$ cat src/rtl/adder_pkg.sv
package adder_pkg;

    // Three-valued digit: number of set operand bits at a position
    typedef enum logic [1:0] {
        DIG_KILL = 2'd0,
        DIG_PROP = 2'd1,
        DIG_GEN  = 2'd2
    } digit_t;

    // Associative scan operator: a propagate above defers to the lower result
    function automatic digit_t dig_combine(input digit_t upper, input digit_t lower);
        return (upper == DIG_PROP) ? lower : upper;
    endfunction

endpackage

$ cat src/rtl/digit_encode.sv
module digit_encode
    import adder_pkg::*;
#(
    parameter int WIDTH = 32,
    localparam int NDIG = WIDTH + 1
) (
    input  logic [WIDTH-1:0] a_i,
    input  logic [WIDTH-1:0] b_i,
    input  logic             cin_i,
    output digit_t           dig_o [NDIG]
);

    // Slot 0 holds the carry-in digit; slot i+1 holds bit position i
    always_comb begin
        dig_o[0] = cin_i ? DIG_GEN : DIG_KILL;
        for (int i = 0; i < WIDTH; i++) begin
            dig_o[i+1] = digit_t'({a_i[i] & b_i[i], a_i[i] ^ b_i[i]});
        end
    end

endmodule

$ cat src/rtl/prefix_scan.sv
module prefix_scan
    import adder_pkg::*;
#(
    parameter int WIDTH = 33
) (
    input  digit_t dig_i [WIDTH],
    output digit_t pre_o [WIDTH]
);

    generate
        if (WIDTH == 1) begin : g_leaf
            assign pre_o[0] = dig_i[0];
        end else begin : g_node
            localparam int HALF = WIDTH / 2;

            digit_t pair_w [HALF];
            digit_t sub_w  [HALF];

            // Reduce adjacent pairs
            for (genvar k = 0; k < HALF; k++) begin : g_pair
                assign pair_w[k] = dig_combine(dig_i[2*k+1], dig_i[2*k]);
            end

            // Scan the half-length sequence
            prefix_scan #(.WIDTH(HALF)) i_sub (
                .dig_i (pair_w),
                .pre_o (sub_w)
            );

            assign pre_o[0] = dig_i[0];

            // Odd slots come straight from the half-size scan
            for (genvar k = 0; k < HALF; k++) begin : g_odd
                assign pre_o[2*k+1] = sub_w[k];
            end

            // Even slots need one more combine with the prefix below them
            for (genvar k = 1; 2*k < WIDTH; k++) begin : g_even
                assign pre_o[2*k] = dig_combine(dig_i[2*k], sub_w[k-1]);
            end
        end
    endgenerate

endmodule

$ cat src/rtl/sum_form.sv
module sum_form
    import adder_pkg::*;
#(
    parameter int WIDTH = 32,
    localparam int NDIG = WIDTH + 1
) (
    input  logic [WIDTH-1:0] a_i,
    input  logic [WIDTH-1:0] b_i,
    input  digit_t           pre_i [NDIG],
    output logic [WIDTH:0]   carry_o,
    output logic [WIDTH-1:0] sum_o
);

    // carry_o[i] is the carry into position i; it is set when slot i resolved to generate
    always_comb begin
        for (int i = 0; i < NDIG; i++) begin
            carry_o[i] = (pre_i[i] == DIG_GEN);
        end
        sum_o = a_i ^ b_i ^ carry_o[WIDTH-1:0];
    end

endmodule

$ cat src/rtl/prefix_adder.sv
module prefix_adder
    import adder_pkg::*;
#(
    parameter int WIDTH = 32,
    localparam int NDIG = WIDTH + 1
) (
    input  logic [WIDTH-1:0] a_i,
    input  logic [WIDTH-1:0] b_i,
    input  logic             cin_i,
    output logic [WIDTH-1:0] sum_o,
    output logic             cout_o
);

    digit_t           dig_w   [NDIG];
    digit_t           pre_w   [NDIG];
    logic [WIDTH:0]   carry_w;

    digit_encode #(.WIDTH(WIDTH)) i_encode (
        .a_i   (a_i),
        .b_i   (b_i),
        .cin_i (cin_i),
        .dig_o (dig_w)
    );

    prefix_scan #(.WIDTH(NDIG)) i_scan (
        .dig_i (dig_w),
        .pre_o (pre_w)
    );

    sum_form #(.WIDTH(WIDTH)) i_sum (
        .a_i     (a_i),
        .b_i     (b_i),
        .pre_i   (pre_w),
        .carry_o (carry_w),
        .sum_o   (sum_o)
    );

    assign cout_o = carry_w[WIDTH];

    // Checks between operand bits and the carries resolved by the scan
    always_comb begin
        a_r1_value: assert ({cout_o, sum_o} == ({1'b0, a_i} + {1'b0, b_i} + {{WIDTH{1'b0}}, cin_i}))
            else $error("R1 adder total mismatch");
        a_r2_carry_in: assert (carry_w[0] == cin_i)
            else $error("R2 carry into bit 0 differs from carry-in");
        for (int i = 0; i < WIDTH; i++) begin
            a_r3_generate: assert (!(a_i[i] && b_i[i]) || carry_w[i+1])
                else $error("R3 generate position lost its carry");
            a_r4_kill: assert (a_i[i] || b_i[i] || !carry_w[i+1])
                else $error("R4 kill position produced a carry");
            a_r5_propagate: assert (!(a_i[i] ^ b_i[i]) || (carry_w[i+1] == carry_w[i]))
                else $error("R5 propagate position altered the carry");
        end
    end

endmodule

$ cat config.mk
export PLATFORM = sky130hd
export DESIGN_NAME = prefix_adder
export DESIGN_NICKNAME = d
export VERILOG_FILES = /design/src/rtl/adder_pkg.sv /design/src/rtl/digit_encode.sv /design/src/rtl/prefix_scan.sv /design/src/rtl/sum_form.sv /design/src/rtl/prefix_adder.sv
export SDC_FILE = /design/constraint.sdc
export NUM_CORES = 1
export LEC_CHECK = 0
export BUFFER_PORTS_ARGS = -buffer_cell sky130_fd_sc_hd__buf_4
export CAP_MARGIN = 0
export CORE_MARGIN = 1.5
export CORE_UTILIZATION = 45
export DETAILED_ROUTE_END_ITERATION = 10
export PLACE_DENSITY = 0.78
export SYNTH_ARGS = -nofsm -noshare
export SYNTH_HDL_FRONTEND = slang
export SYNTH_SLANG_ARGS = --single-unit
export TNS_END_PERCENT = 20
$ cat constraint.sdc
create_clock -name vclk -period 2.1
set_input_delay 0 -clock vclk [all_inputs]
set_output_delay 0 -clock vclk [all_outputs]
set_load 0.05 [all_outputs]
==> results.md, run 1 <==
- Die Y: between 70 and 80 µm
- Status: stopped before the end
- GRT overflow: roughly 110
- Stop err: [ERROR GRT-0232] Routing congestion too high. Check the congestion heatmap in the GUI.
- Total Routing Usage GR: between 70% and 80%
- Syn Nets: around 370
- Mapped Area: 2062 µm²
- Initial Util: a little under half
- Post-synthesis cell type count: 59
- Failed at: global routing
- Largest net degree at the start of global routing: 10
- GP Congestion: ~0.83
- Placed cells: 492
- IO Port Bufs: roughly 100
- Place WS: -351.6 ps
- Syn. warnings: 0
- Cell Rows: 24
- IO Count: 98
- Hpwl dp: 5624 µm
- Sequential area share after synthesis: 0%
- Synthesized area per cell: between 7 and 8 µm²
- Hold_buf cts: 0
- Worst_ep kind: top-level output
- Crit. endpoint post-GRT repair: sum_o[30]
- Mapped Cells: ~270
- Die W: slightly above 70 µm
==> metal layers <==
metal	GRT usage, %	overflow
met1	70.97	2
met2	97.92	60
met3	49.29	0
met4	90.57	44
met5	2.020	0
==> synthesized netlist by cell type, types with 3 or more instances <==
cell type	number	share of area, %
nand2_1	21	3.8
clkbuf_1	3	0.55
or2_2	3	0.91
o21ai_0	15	3.6
o22ai_1	3	0.91
mux2_2	4	2.2
nor2b_1	5	1.5
or3_1	3	0.91
nor3b_1	4	1.5
xor2_1	14	5.9
ha_1	32	19
inv_1	7	1.3
nor4_1	3	0.91
a21boi_0	3	1.1
o211ai_1	4	1.5
mux2i_1	11	5.3
a211o_1	3	1.3
nor2_1	21	3.8
nand3_1	8	1.9
nor3_1	3	0.73
nand2b_1	9	2.7
a31oi_1	8	2.4
buf_2	5	1.2
a21o_1	4	1.5
xnor2_1	21	8.9
a21oi_1	14	3.4
==> through the flow <==
stage	utilization, %	instance area, µm²
2_1_floorplan	-	2332
3_3_place_gp	83.59	3665
4_1_cts	91.81	4025
3_5_place_dp	83.59	3665
==> logic make-up after synthesis <==
| logic type | synth area share (%) |
|---|---|
| AOI/OAI and AO/OA | 28.52 |
| and+or+nand+nor | 23.67 |
| buffers and inverters | 4.308 |
| muxes | 8.252 |
| xor gates and xnor gates | 14.87 |
| adders and majority gates | 20.39 |
==> timing repair <==
action | 4_1_cts
setup buffers | 10
setup endpoints to repair | 24
pin swaps | 33
gates resized for setup | 55
==> run 2: changes to the inputs <==
--- a/config.mk
+++ b/config.mk
@@ -8,9 +8,9 @@
 export BUFFER_PORTS_ARGS = -buffer_cell sky130_fd_sc_hd__buf_4
 export CAP_MARGIN = 0
 export CORE_MARGIN = 1.5
-export CORE_UTILIZATION = 45
+export CORE_UTILIZATION = 30
 export DETAILED_ROUTE_END_ITERATION = 10
-export PLACE_DENSITY = 0.78
+export PLACE_DENSITY_LB_ADDON = 0.15
 export SYNTH_ARGS = -nofsm -noshare
 export SYNTH_HDL_FRONTEND = slang
 export SYNTH_SLANG_ARGS = --single-unit
==> constraint.sdc (replaced) <==
create_clock -name vclk -period 2.7
set_input_delay 0 -clock vclk [all_inputs]
set_output_delay 0 -clock vclk [all_outputs]
set_load 0.05 [all_outputs]
==> results.md, run 2 <==
- Worst path cell trace: buf_4 > ha_1 > mux2_4 > a21oi_2 > a311oi_4 > o22ai_1 > a211o_2 > or4_1 > nand3_1 > buf_4
- Total chip power: ~1300 µW
- Top cells by area, synth: ha_1 (19%), xnor2_1 (8.9%), xor2_1 (5.9%)
- Largest net degree at the start of global routing: 11
- CP peak stage delay: 440 ps
- Crit end category: primary output
- Worst EP arrival: approximately 2500 ps
- Mapped Area: 2062 µm² (unchanged)
- Hpwl dp: 4482 µm (-20%)
- Hold_sp: cin_i
- Syn. warnings: 0 (unchanged)
- Worst Setup SP: a_i[16]
- Routed WL: around 5200 µm
- Setup Buffers After CTS: 0 (-10)
- Mapped Cells: 274 (unchanged)
- Sequential area share after synthesis: 0% (unchanged)
- Total Routing Usage GR: between 10% and 20%
- Die Y: 85.91 µm (+22%)
- ANT cells: 0
- Area Growth Syn to Fin: 42.60%
- Initial Util: 30.69% (-16 points)
- Antenna-violating nets left: 0
- Commonest non-fill, non-tap cell in the layout: buf_4
- Worst hold path type: input port to primary output
- Met3 Usage GRT: 0.5775%
- Post-route DRC: 0
- Global routing usage on met2: 22.55%
- IO Port Bufs: 98 (unchanged)
- Place WS: 145.1 ps (+496.7 ps)
- Final Cycle Share: between 90% and 100%
- CP max-delay cell: a211o_2
- FF+latch count: 0
- Slew margin rel.: 73.30%
- Pre-antenna DRT Iters: 4
- DR WL/cell: about 12 µm
- Die W: 85.91 µm (+22%)
- Slew Limit Fails: 0
- IO Count: 98 (unchanged)
- Post-synthesis cell type count: 59 (unchanged)
- Status: finished, final reports clean
- CP Launch Type: input port
- GRT overflow: 0
- RSZ-0062 raised after global routing: no
- Kind of critical path: input port to primary output
- Max_cap viols: 0
- Register area: 0 µm²
- Initial antenna violation count: 0
- Synth area leader: ha_1
- GRT busiest layer: met2
- Core box area: 6719 µm²
- Hold Slack: 410.0 ps
- Worst Tran Pin Value: 400.4 ps
- Commonest cells in the netlist: ha_1 (32), nand2_1 (21), nor2_1 (21), xnor2_1 (21), o21ai_0 (15)
- DR iter-0 viols: 41
- Met1 Use GR: between 10% and 20%
- Commonest cells after routing, fill and taps aside: buf_4 (110), ha_1 (32), nand2_1 (21), nor2_1 (21), xnor2_1 (21)
- Layout cells sized above 1: between 30% and 40%
- Final Hold Fails: 0
- Leakage: approximately 0.0014 µW
- Peak Freq: about 400 MHz
- Cell Rows: 30 (+25%)
- CP dominant cell by count: buf_4
- Final min period: 2508 ps
- Worst path required time: around 2700 ps
- Peak supply drop: 0.2314 mV
- Post-synth top area share: 19.42% (unchanged)
- # setup viols final: 0
- Final WS setup: ~190 ps
- Vias in the first global route: 1,976
- Syn Nets: 372 (unchanged)
- Vias per cell: 5.091
- Global-route wire length before repair: approximately 8400 µm
- GP Congestion: 0.8139 (-2.2%)
- Top-count cell post-synth: ha_1
- Placed cells: 453 (-7.9%)
- Finished Layout Cells: 453
- PwrDens: between 400 and 500 nW/µm²
- Net count, final: around 470
- Total die area: 7380 µm²
- Clock buffer count in the final layout: 0
- Synthesized area per cell: 7.525 µm² (unchanged)
- Crit path max fanout: 10
- Vias: 2,306
## run 2: cell counts after synthesis
No cell type changed its count.
## run 2: metrics by stage
step,util (%),TNS (ps),instance area (µm²)
6_report,43.76,0,2940
4_1_cts,43.65,0,2933
3_5_place_dp,43.65,0,2933
2_1_floorplan,-,-137.2,2069
5_1_grt,43.76,0,2940
3_3_place_gp,43.65,0,2933
## run 2: cell type report
class                      count  area, µm²
fill                         723       3779
multi-input combinational    256       1988
timing repair buffer         110      825.8
tap                           80      100.1
inverter                       7      26.28
## run 2: worst max-delay path: cells and delay by family
kind | cells | cell delay (ps)
adders and majority gates | 1 | 370
muxes | 1 | 230
and+or+nand+nor | 2 | 510
AOI/OAI and AO/OA | 4 | 1090
buffers and inverters | 2 | 310
## run 2: per-layer routing
layer | up-vias | wire, µm
met2 | 61 | 2352
met1 | 1014 | 2574
met4 | 0 | 0
li1 | 1231 | -
met3 | 0 | 302
met5 | - | 0
## run 2: where the power goes
part | switching (µW) | internal, µW | total, µW | leakage (µW)
registers | 0 | 0 | 0 | 0
logic | 820 | 482 | 1300 | 0.00138
clock network | 0 | 0 | 0 | 0
total | 820 | 482 | 1300 | 0.00138
## run 2: final timing paths
| check | to | slack, ps | cells after the start |
|---|---|---|---|
| setup / recovery | sum_o[25] | 190 | 10 |
| hold / removal | sum_o[0] | 410 | 3 |
## run 2: timing repair
| item | 4_1_cts | 5_1_grt |
|---|---|---|
| setup endpoints to repair | 0 | 4 |
| hold buffers | 0 | 0 |
| gates resized for setup | 0 | 3 |
## run 2: kinds of logic after synthesis
logic type,synth area share (%)
adder cells (fa/ha/maj),20.39
AND/OR/NAND/NOR,23.67
buffers and inverters,4.308
multiplexers,8.252
XOR/XNOR,14.87
AO/OA/AOI/OAI,28.52
(Power assumes the default switching activity.)
